--- config.mk ---
export PLATFORM = sky130hd
export DESIGN_NAME = tmr_counter
export DESIGN_NICKNAME = d
export VERILOG_FILES = /design/src/rtl/tmr_pkg.sv /design/src/rtl/tmr_replica.sv /design/src/rtl/tmr_voter.sv /design/src/rtl/tmr_counter.sv
export SDC_FILE = /design/constraint.sdc
export NUM_CORES = 1
export LEC_CHECK = 0
export ABC_AREA = 1
export CAP_MARGIN = 10
export CORE_MARGIN = 5
export CORE_UTILIZATION = 30
export DETAILED_ROUTE_END_ITERATION = 7
export DONT_BUFFER_PORTS = 1
export HOLD_SLACK_MARGIN = 0.12
export SLEW_MARGIN = 20
export SYNTH_ARGS = -nofsm -noshare
export SYNTH_HDL_FRONTEND = slang
export SYNTH_SLANG_ARGS = --single-unit
--- constraint.sdc ---
create_clock -name clk -period 2.9 [get_ports clk]
set_input_delay 0.58 -clock clk [delete_from_list [all_inputs] [get_ports clk]]
set_output_delay 0.58 -clock clk [all_outputs]
set_load 0.05 [all_outputs]
--- src/rtl/tmr_pkg.sv ---
package tmr_pkg;
  localparam int unsigned N_REP = 3;
  localparam int unsigned SEL_W = 2;
  localparam logic [SEL_W-1:0] SEL_NONE = 2'd3;

  typedef enum logic {
    MODE_PLAIN    = 1'b0,
    MODE_FEEDBACK = 1'b1
  } tmr_mode_e;
endpackage

--- src/rtl/tmr_replica.sv ---
module tmr_replica #(
  parameter int unsigned WIDTH = 4
) (
  input  logic             clk,
  input  logic             rst,
  input  logic [WIDTH-1:0] base,
  input  logic             en,
  input  logic             load,
  input  logic [WIDTH-1:0] load_val,
  input  logic             inj_hit,
  input  logic [WIDTH-1:0] inj_val,
  output logic [WIDTH-1:0] q
);
  logic [WIDTH-1:0] nxt;

  // load wins over count enable
  always_comb begin
    if (load)    nxt = load_val;
    else if (en) nxt = base + WIDTH'(1);
    else         nxt = base;
  end

  always_ff @(posedge clk) begin
    if (rst)          q <= '0;
    else if (inj_hit) q <= inj_val;
    else              q <= nxt;
  end

  // an injected value lands in this replica
  a_r9_inject_lands: assert property (@(posedge clk) disable iff (rst)
    inj_hit |=> q == $past(inj_val));
endmodule

--- src/rtl/tmr_voter.sv ---
module tmr_voter #(
  parameter int unsigned WIDTH = 4
) (
  input  logic [WIDTH-1:0] a,
  input  logic [WIDTH-1:0] b,
  input  logic [WIDTH-1:0] c,
  output logic [WIDTH-1:0] v,
  output logic [2:0]       mism
);
  for (genvar i = 0; i < int'(WIDTH); i++) begin : g_bit
    assign v[i] = (a[i] & b[i]) | (a[i] & c[i]) | (b[i] & c[i]);
  end

  assign mism[0] = (a != v);
  assign mism[1] = (b != v);
  assign mism[2] = (c != v);

  // any two agreeing replicas decide the vote
  always_comb begin
    if (a == b) a_r5_pair_ab: assert (v == a);
    if (a == c) a_r5_pair_ac: assert (v == a);
    if (b == c) a_r5_pair_bc: assert (v == b);
  end
endmodule

--- src/rtl/tmr_counter.sv ---
module tmr_counter
  import tmr_pkg::*;
#(
  parameter int unsigned WIDTH = 4
) (
  input  logic             clk,
  input  logic             rst,
  input  logic             fb_mode,
  input  logic             en,
  input  logic             load,
  input  logic [WIDTH-1:0] load_val,
  input  logic             inj_valid,
  input  logic [SEL_W-1:0] inj_sel,
  input  logic [WIDTH-1:0] inj_val,
  output logic [WIDTH-1:0] count,
  output logic [N_REP-1:0] mismatch
);
  logic [WIDTH-1:0] rep_q [N_REP];
  logic [WIDTH-1:0] voted;
  tmr_mode_e        mode;

  assign mode = tmr_mode_e'(fb_mode);

  for (genvar k = 0; k < int'(N_REP); k++) begin : g_rep
    logic [WIDTH-1:0] base_k;
    logic             hit_k;

    // feedback mode closes the loop through the voter
    assign base_k = (mode == MODE_FEEDBACK) ? voted : rep_q[k];
    assign hit_k  = inj_valid && (inj_sel == SEL_W'(k));

    tmr_replica #(.WIDTH(WIDTH)) rep_i (
      .clk      (clk),
      .rst      (rst),
      .base     (base_k),
      .en       (en),
      .load     (load),
      .load_val (load_val),
      .inj_hit  (hit_k),
      .inj_val  (inj_val),
      .q        (rep_q[k])
    );
  end

  tmr_voter #(.WIDTH(WIDTH)) vote_i (
    .a    (rep_q[0]),
    .b    (rep_q[1]),
    .c    (rep_q[2]),
    .v    (voted),
    .mism (mismatch)
  );

  assign count = voted;

  // reset result
  a_r1_reset_zero: assert property (@(posedge clk)
    rst |=> (count == '0) && (mismatch == '0));

  // load repairs all replicas and sets the count
  a_r3_load_sets: assert property (@(posedge clk) disable iff (rst)
    (load && !inj_valid) |=> (mismatch == '0) && (count == $past(load_val)));

  // agreement now means the count advances correctly next edge
  a_r5_masked_step: assert property (@(posedge clk) disable iff (rst)
    (mismatch == '0) |=>
      count == ($past(load) ? $past(load_val)
              : ($past(en) ? $past(count) + WIDTH'(1) : $past(count))));

  // feedback repair one edge after a single upset
  a_r7_repair: assert property (@(posedge clk) disable iff (rst)
    ((mismatch == '0) && fb_mode && inj_valid && (inj_sel != SEL_NONE))
      ##1 (fb_mode && !inj_valid) |=> (mismatch == '0));

  // a lone divergence persists in plain mode
  a_r8_persist: assert property (@(posedge clk) disable iff (rst)
    (!fb_mode && ($countones(mismatch) == 1) && !load && !inj_valid)
      |=> (mismatch == $past(mismatch)));
endmodule

### Yosys cells after proc, flatten, opt, wreduce, memory -nomap -nowiden

Index checks and enable logic that the tools add are counted.

| storage, ports and cells | value |
|---|---|
| register bits | 12 |
| input bits | 16 |
| output and inout port bits | 7 |

| operators by class | value |
|---|---|
| add/subtract/negate cells | 3 |
| eq/ne operators | 5 |
| muxes and demuxes | 12 |
| bitwise gates (word level) | 20 |
| reduce and logical (&&, ||, !) cells | 4 |

Operators with widths:

| operator | count |
|---|---|
| 2-to-1 mux 4 bit | 12 |
| adder 4 x 1 -> 4 bit, second input constant | 3 |
| AND 1 bit | 12 |
| != test 4 bit | 3 |
| bitwise OR 1 bit | 8 |
| logical AND 1 bit | 3 |
| equality test 2 x 1 -> 1 bit, second input constant | 1 |
| equality test 2 bit, second input constant | 1 |
| logical NOT 2 bit | 1 |

### Logic depth before layout (Yosys ltp)

Gate-level depths: netlist of run 1.

| logic depth | value |
|---|---|
| depth in word-level cells | 8 |
| gate-level depth with buffers | 10 |
| depth with buffers taken out | 10 |

### Cells and area by module

From an unflattened synthesis of run 1, not the netlist that was laid out.

| second synthesis, totals | value |
|---|---|
| cells, all modules | 211 |
| area, all modules | 1184.9 um^2 |

Modules (own cells, without submodules):

| module | instances | cells an instance | area an instance (um^2) | seq. area each (um^2) |
|---|---|---|---|---|
| tmr_replica | 3 | 36 | 250.2 | 80.1 |
| tmr_voter | 1 | 66 | 285.3 | 0.0 |
| tmr_counter | 1 | 37 | 148.9 | 0.0 |

### Worst setup path before layout of run 1

OpenSTA, ideal clock, no wires.

| path | value |
|---|---|
| path type | register to output |
| start point | reg g_rep[2].rep_i.q[2] |
| end point | out mismatch[1] |
| arrival | 1.588 ns |
| required time | 2.320 ns |
| setup slack | 0.732 ns |
| cell stages (with the launch flop) | 7 |
| path buffers | 0 |
| cell sequence | dfxtp_1 -> inv_1 -> nand2_1 -> nand2_1 -> nand2_1 -> xor2_1 -> nand4_1 |

| on the way | value |
|---|---|
| cells in the longest elaborated chain, start to end | 4 |

Ends and longest elaborated chain:

| element | line | text |
|---|---|---|
| start, declared | tmr_replica.sv:12 | `output logic [WIDTH-1:0] q` |
| start signal, assigned | tmr_replica.sv:25 | `else if (inj_hit) q <= inj_val;` |
| start signal, assigned | tmr_replica.sv:26 | `else q <= nxt;` |
| AND 1 bit | tmr_voter.sv:11 | `assign v[i] = (a[i] & b[i]) \| (a[i] & c[i]) \| (b[i] & c[i]);` |
| bitwise OR 1 bit | tmr_voter.sv:11 |  |
| bitwise OR 1 bit (*) | tmr_voter.sv:11 |  |
| named net count[2] | tmr_counter.sv:15 | `output logic [WIDTH-1:0] count,` |
| != test 4 bit (*) | tmr_voter.sv:15 | `assign mism[1] = (b != v);` |
| end, declared | tmr_counter.sv:16 | `output logic [N_REP-1:0] mismatch` |

The timed path passes the listed nets; every way through them passes the cells marked *.

### Final worst setup path of run 1

| path | value |
|---|---|
| start point | reg g_rep[2].rep_i.q[2] |
| end point | out mismatch[2] |

| on the way | value |
|---|---|
| cells in the longest elaborated chain, start to end | 4 |

Ends and longest elaborated chain:

| element | line | text |
|---|---|---|
| AND 1 bit | tmr_voter.sv:11 |  |
| bitwise OR 1 bit | tmr_voter.sv:11 |  |
| bitwise OR 1 bit (*) | tmr_voter.sv:11 |  |
| named net count[2] | tmr_counter.sv:15 |  |
| != test 4 bit (*) | tmr_voter.sv:16 | `assign mism[2] = (c != v);` |

Marks and branches as above.

==> reports/metrics.cfg, run 1 <==
[final_layout]
finalNetCount=212
final_core_util=0.340
fin_cells=240
largest_reg_flops=12
final_common_cell=nand2_1
top_register=g_rep.rep_i.q
final_cell_mix=nand2_1, inv_1, nand3_1, o21ai_0, dfxtp_1
n_antenna_cell=0
drive_above_1_share=0.0619
synthToLayoutAreaGrowth_pct=7.47
largestRegisters=g_rep.rep_i.q (12)

[drt]
drt-pass1-iter-count=4
drt_iter0_markers=61
routed_wl_mm=2.70
postRouteAntennaNets=0
wire_per_inst_um=11.3
drc=0
drt-vias-per-instance=4.74
num_vias=1137

[timing]
setup_viol=0
period_minus_slack_ns=2.34
period_share=0.806
fmax_ghz=0.428
tightest_slew_ns=0.629
fin_skew_ns=0.00433
tns_ns=0
finalHoldViolations=0
rsz0062_at_grt=false
slew_headroom=0.579
slew_violations=0

[clocking]
clock_latency_ns=0.27
clk_pin_slew_ns=0.07
cts_buffers=3
cts_resized=0
clk_path_buf_depth=2
hold_buffers=0
ctsHtreeMaxLevel=1
cts_num_sinks=12
root_buffer=clkbuf_4
cts_tree=yes
post_cts_buffers=0

[logic_synthesis]
synth.area.top_cells=dfxtp_1, nand2_1, inv_1, nand3_1, xor2_1
synth_top_area_share=0.224
synthCells=192
synth_cell_types=19
yosys.area.top_type=dfxtp_1
ys_seq_area_frac=0.224
synth_seq_cells=12
mappedNetlistArea_um2=1070
syn_nets=208
yosysWarnings=0
syn_avg_cell_area_um2=5.58

[floorplan]
io_pins=23
fp.coreArea_um2=3390
rows=21
die_y_um=69.8
die_w_um=69.8
die_area_um2=4870
start_util=0.316

[power]
leakagePower_nw=0.594
ir_drop_mv=0.119
powerDensity_nw_per_um2=411

[global_routing]
grt_max_degree=13
antenna_found_initial=0
grt_overflow=0
grt_pass1_vias=1051
grt_usage=0.117
grt_pass1_wl_mm=4.66

[placed_design]
io_buffers=0
finalWeightedCongestion=0.865
dp_hpwl_mm=2.28
place_inst=237

[critical_path]
crit_path_max_fanout=3
critPathRequiredTime_ns=2.32
end_kind=output pin
path_class=reg2out
arrival_ns=1.76
startpoint_type=flop

[worst_hold_path]
hp-class=in2reg

[flow_run]
maxCapViolations=0

[outcome]
status=complete, no violations

==> metal layers <==
metal,GRT usage,up-vias,share of wire
met1,0.168,476,0.53
met3,0.0275,4,0.076
li1,-,621,-
met2,0.159,36,0.38
met4,0.0574,0,0.021
met5,0,-,0
==> power by group <==
part | internal (mW) | switching, mW | leakage [nW] | total (mW)
clock network | 0.0481 | 0.0527 | 0.0138 | 0.101
logic | 0.0524 | 0.131 | 0.481 | 0.184
registers | 0.178 | 0.0113 | 0.0995 | 0.189
total | 0.279 | 0.195 | 0.594 | 0.474
==> Yosys cell counts <==
library cell  instances
clkbuf_1              2
o21bai_1              1
nand3_1              22
xor2_1                8
a21oi_1              10
clkinv_1              1
nor3_1                2
inv_2                 1
dfxtp_1              12
inv_1                31
nand2_2               3
nand3_2               3
nand2_1              63
buf_4                 1
o21ai_0              13
nor2_1                9
a31oi_1               4
nand4_1               5
o21ai_1               1
==> logic make-up (layout without fill, tap and decap cells) <==
group | count (synthesis) | after routing | synth area share
simple gates | 107 | 107 | 0.439
buf+inv | 36 | 38 | 0.130
compound gates | 29 | 29 | 0.142
flops | 12 | 12 | 0.224
xor+xnor | 8 | 8 | 0.0653
==> critical path: stages (launching register included) <==
cell and delay (ns):
dfxtp_1 0.32, inv_1 0.08, nand2_1 0.07, nand2_1 0.08, nand2_1 0.35, xor2_1 0.26, nand4_1 0.12, buf_4 0.20
==> cell type report <==
class | instances | area [um^2]
Fill cell | 390 | 2240
Multi-Input combinational cell | 144 | 693
Sequential cell | 12 | 240
Inverter | 33 | 124
Tap cell | 46 | 57.6
Clock buffer | 3 | 22.5
Timing Repair Buffer | 2 | 15.0
==> through the flow <==
step	instance area (um^2)	power, mW	setup slack [ns]	hold slack, ns
2_1_floorplan	1070	0.344	0.732	0.584
4_1_cts	1150	0.479	0.546	0.479
3_5_place_dp	1130	0.378	0.851	0.650
3_3_place_gp	1130	0.378	0.876	0.674
5_1_grt	1150	0.511	0.452	0.496
6_report	1150	0.474	0.562	0.496
==> final timing paths <==
path	startpoint	end	slack [ns]	cells after the start
setup / recovery	g_rep[2].rep_i.q[2]	mismatch[2]	0.56	7
hold / removal	load	g_rep[0].rep_i.q[2]	0.50	3
setup reg to reg	g_rep[1].rep_i.q[0]	g_rep[2].rep_i.q[2]	1.46	9
hold reg to reg	g_rep[0].rep_i.q[1]	g_rep[0].rep_i.q[1]	0.67	4
(Power assumes the default switching activity.)
==> run 2: changes to the inputs <==
Clock period 2.9 ns to 2.45 ns, I/O delays scaled along.
==> reports/metrics.cfg, run 2 (synthesis results as in run 1) <==
[placed_design]
place_inst=238  ; was 237
dp_hpwl_mm=2.33  ; was 2.28 mm
finalWeightedCongestion=0.798  ; was 0.865
postPlaceCellArea_um2=1140  ; was 1130 um^2
io_buffers=0  ; unchanged
preCtsSetupSlack_ns=0.710  ; was 0.851 ns

[clocking]
post_cts_buffers=0  ; unchanged
ctsHtreeMaxLevel=1  ; unchanged
hold_buffers=0  ; unchanged
cts_num_sinks=12  ; unchanged
cts_tree=yes  ; unchanged
clk_pin_slew_ns=0.09  ; was 0.07 ns
root_buffer=clkbuf_4  ; unchanged
cts_resized=0  ; unchanged
cts_buffers=3  ; unchanged
clk_path_buf_depth=2  ; unchanged
clock_latency_ns=0.28  ; was 0.27 ns

[critical_path]
worstSetupPathDepth=6  ; was 7
rr_endpoint=g_rep[1].rep_i.q[3]  ; was g_rep[2].rep_i.q[2]
path_class=reg2out  ; unchanged
r2r_slack_ns=1.02  ; was 1.46 ns
arrival_ns=1.54  ; was 1.76 ns
r2r_start=g_rep[2].rep_i.q[2]  ; was g_rep[1].rep_i.q[0]
critPathRequiredTime_ns=1.96  ; was 2.32 ns
crit_family=flip-flops  ; was simple AND/OR/NAND/NOR gates
cp_slowest_cell=dfxtp_1  ; was nand2_1
critPathBufInv=2  ; unchanged
crit_path_max_fanout=3  ; unchanged
worstRegToRegCells=10  ; was 9
cpPeakStageDelay_ns=0.39  ; was 0.35 ns
cp_cell_sequence=inv_1, o21bai_1, nand2_1, xor2_1, nand4_1, buf_4  ; was inv_1, nand2_1, nand2_1, nand2_1, xor2_1, nand4_1, buf_4
startpoint_type=flop  ; unchanged
end_kind=output pin  ; unchanged

[drt]
drt-vias-per-instance=4.83  ; was 4.74
drt_iter0_markers=45  ; was 61
postRouteAntennaNets=0  ; unchanged
num_vias=1170  ; was 1137
wire_per_inst_um=11.6  ; was 11.3 um
routed_wl_mm=2.82  ; was 2.70 mm
drc=0  ; unchanged
drt-pass1-iter-count=4  ; unchanged

[timing]
rsz0062_at_grt=false  ; unchanged
fmax_ghz=0.494
slew_violations=0  ; unchanged
tns_ns=0  ; unchanged
finalHoldViolations=0  ; unchanged
setup_ws_ns=0.425  ; was 0.562 ns
fin_skew_ns=0.00857  ; was 0.00433 ns
setup_viol=0  ; unchanged
hold_slack_ns=0.391  ; was 0.496 ns
period_minus_slack_ns=2.03
tightest_slew_ns=0.623  ; was 0.629 ns
slew_headroom=0.583  ; was 0.579
period_share=0.827

[worst_hold_path]
worstHoldEndpoint=g_rep[0].rep_i.q[2]  ; unchanged
hp-class=in2reg  ; unchanged
min_path_cells=3  ; unchanged
hold_start=load  ; unchanged

[final_layout]
synthToLayoutAreaGrowth_pct=9.45  ; was 7.47%
final_common_cell=nand2_1  ; unchanged
design_area_um2=1170  ; was 1150 um^2
n_antenna_cell=0  ; unchanged
largest_reg_flops=12  ; unchanged
top_register=g_rep.rep_i.q  ; unchanged
final_core_util=0.346  ; was 0.340
final_cell_mix=nand2_1, inv_1, nand3_1, o21ai_0, dfxtp_1  ; unchanged
finalNetCount=213  ; was 212
fin_cells=242  ; was 240
largestRegisters=g_rep.rep_i.q (12)  ; unchanged
drive_above_1_share=0.0714  ; was 0.0619

[floorplan]
die_y_um=69.8  ; unchanged
io_pins=23  ; unchanged
rows=21  ; unchanged
die_w_um=69.8  ; unchanged
fp.coreArea_um2=3390  ; unchanged
start_util=0.316  ; unchanged
die_area_um2=4870  ; unchanged

[global_routing]
grt_pass1_wl_mm=4.91  ; was 4.66 mm
grt_overflow=0  ; unchanged
antenna_found_initial=0  ; unchanged
grt_usage=0.120  ; was 0.117
grt_max_degree=13  ; unchanged
grt_pass1_vias=1096  ; was 1051

[power]
ir_drop_mv=0.162  ; was 0.119 mV
powerDensity_nw_per_um2=519  ; was 411 nW/um^2
leakagePower_nw=0.607  ; was 0.594 nW
power_mw=0.609  ; was 0.474 mW

[outcome]
status=complete, no violations  ; unchanged

[flow_run]
maxCapViolations=0  ; unchanged

[run 2: cell type report]
type                       instances  area (um^2)
inverter                          33          124
timing repair buffer               3         22.5
sequential                        12          240
clock buffer                       4         36.3
fill                             402         2220
multi-input combinational        144          693
tap                               46         57.6
[run 2: how the worst max path moves through the flow]
| stage | startpoint | to | slack, ns |
|---|---|---|---|
| floorplan | g_rep[2].rep_i.q[2] | mismatch[1] | 0.37 |
| global placement | g_rep[2].rep_i.q[3] | mismatch[1] | 0.75 |
| detailed placement | g_rep[2].rep_i.q[3] | mismatch[1] | 0.71 |
| CTS | g_rep[2].rep_i.q[3] | mismatch[1] | 0.40 |
| global route | g_rep[2].rep_i.q[3] | mismatch[1] | 0.33 |
| finish | g_rep[2].rep_i.q[3] | mismatch[1] | 0.42 |
[run 2: where the power goes]
part,switching [mW],internal (mW)
Sequential,0.0145,0.211
Clock,0.0726,0.0904
Combinational,0.157,0.0635
[run 2: metal layers]
metal | vias up | part of all wire | GRT usage
met5 | - | 0 | 0
met4 | 0 | 0.018 | 0.0511
met3 | 5 | 0.073 | 0.0217
met2 | 38 | 0.37 | 0.152
met1 | 502 | 0.54 | 0.189
li1 | 625 | - | -
[run 2: worst min-delay path: stages]
cell and delay, ns:
nor2_1 0.03, nand2_1 0.06, a21oi_1 0.05
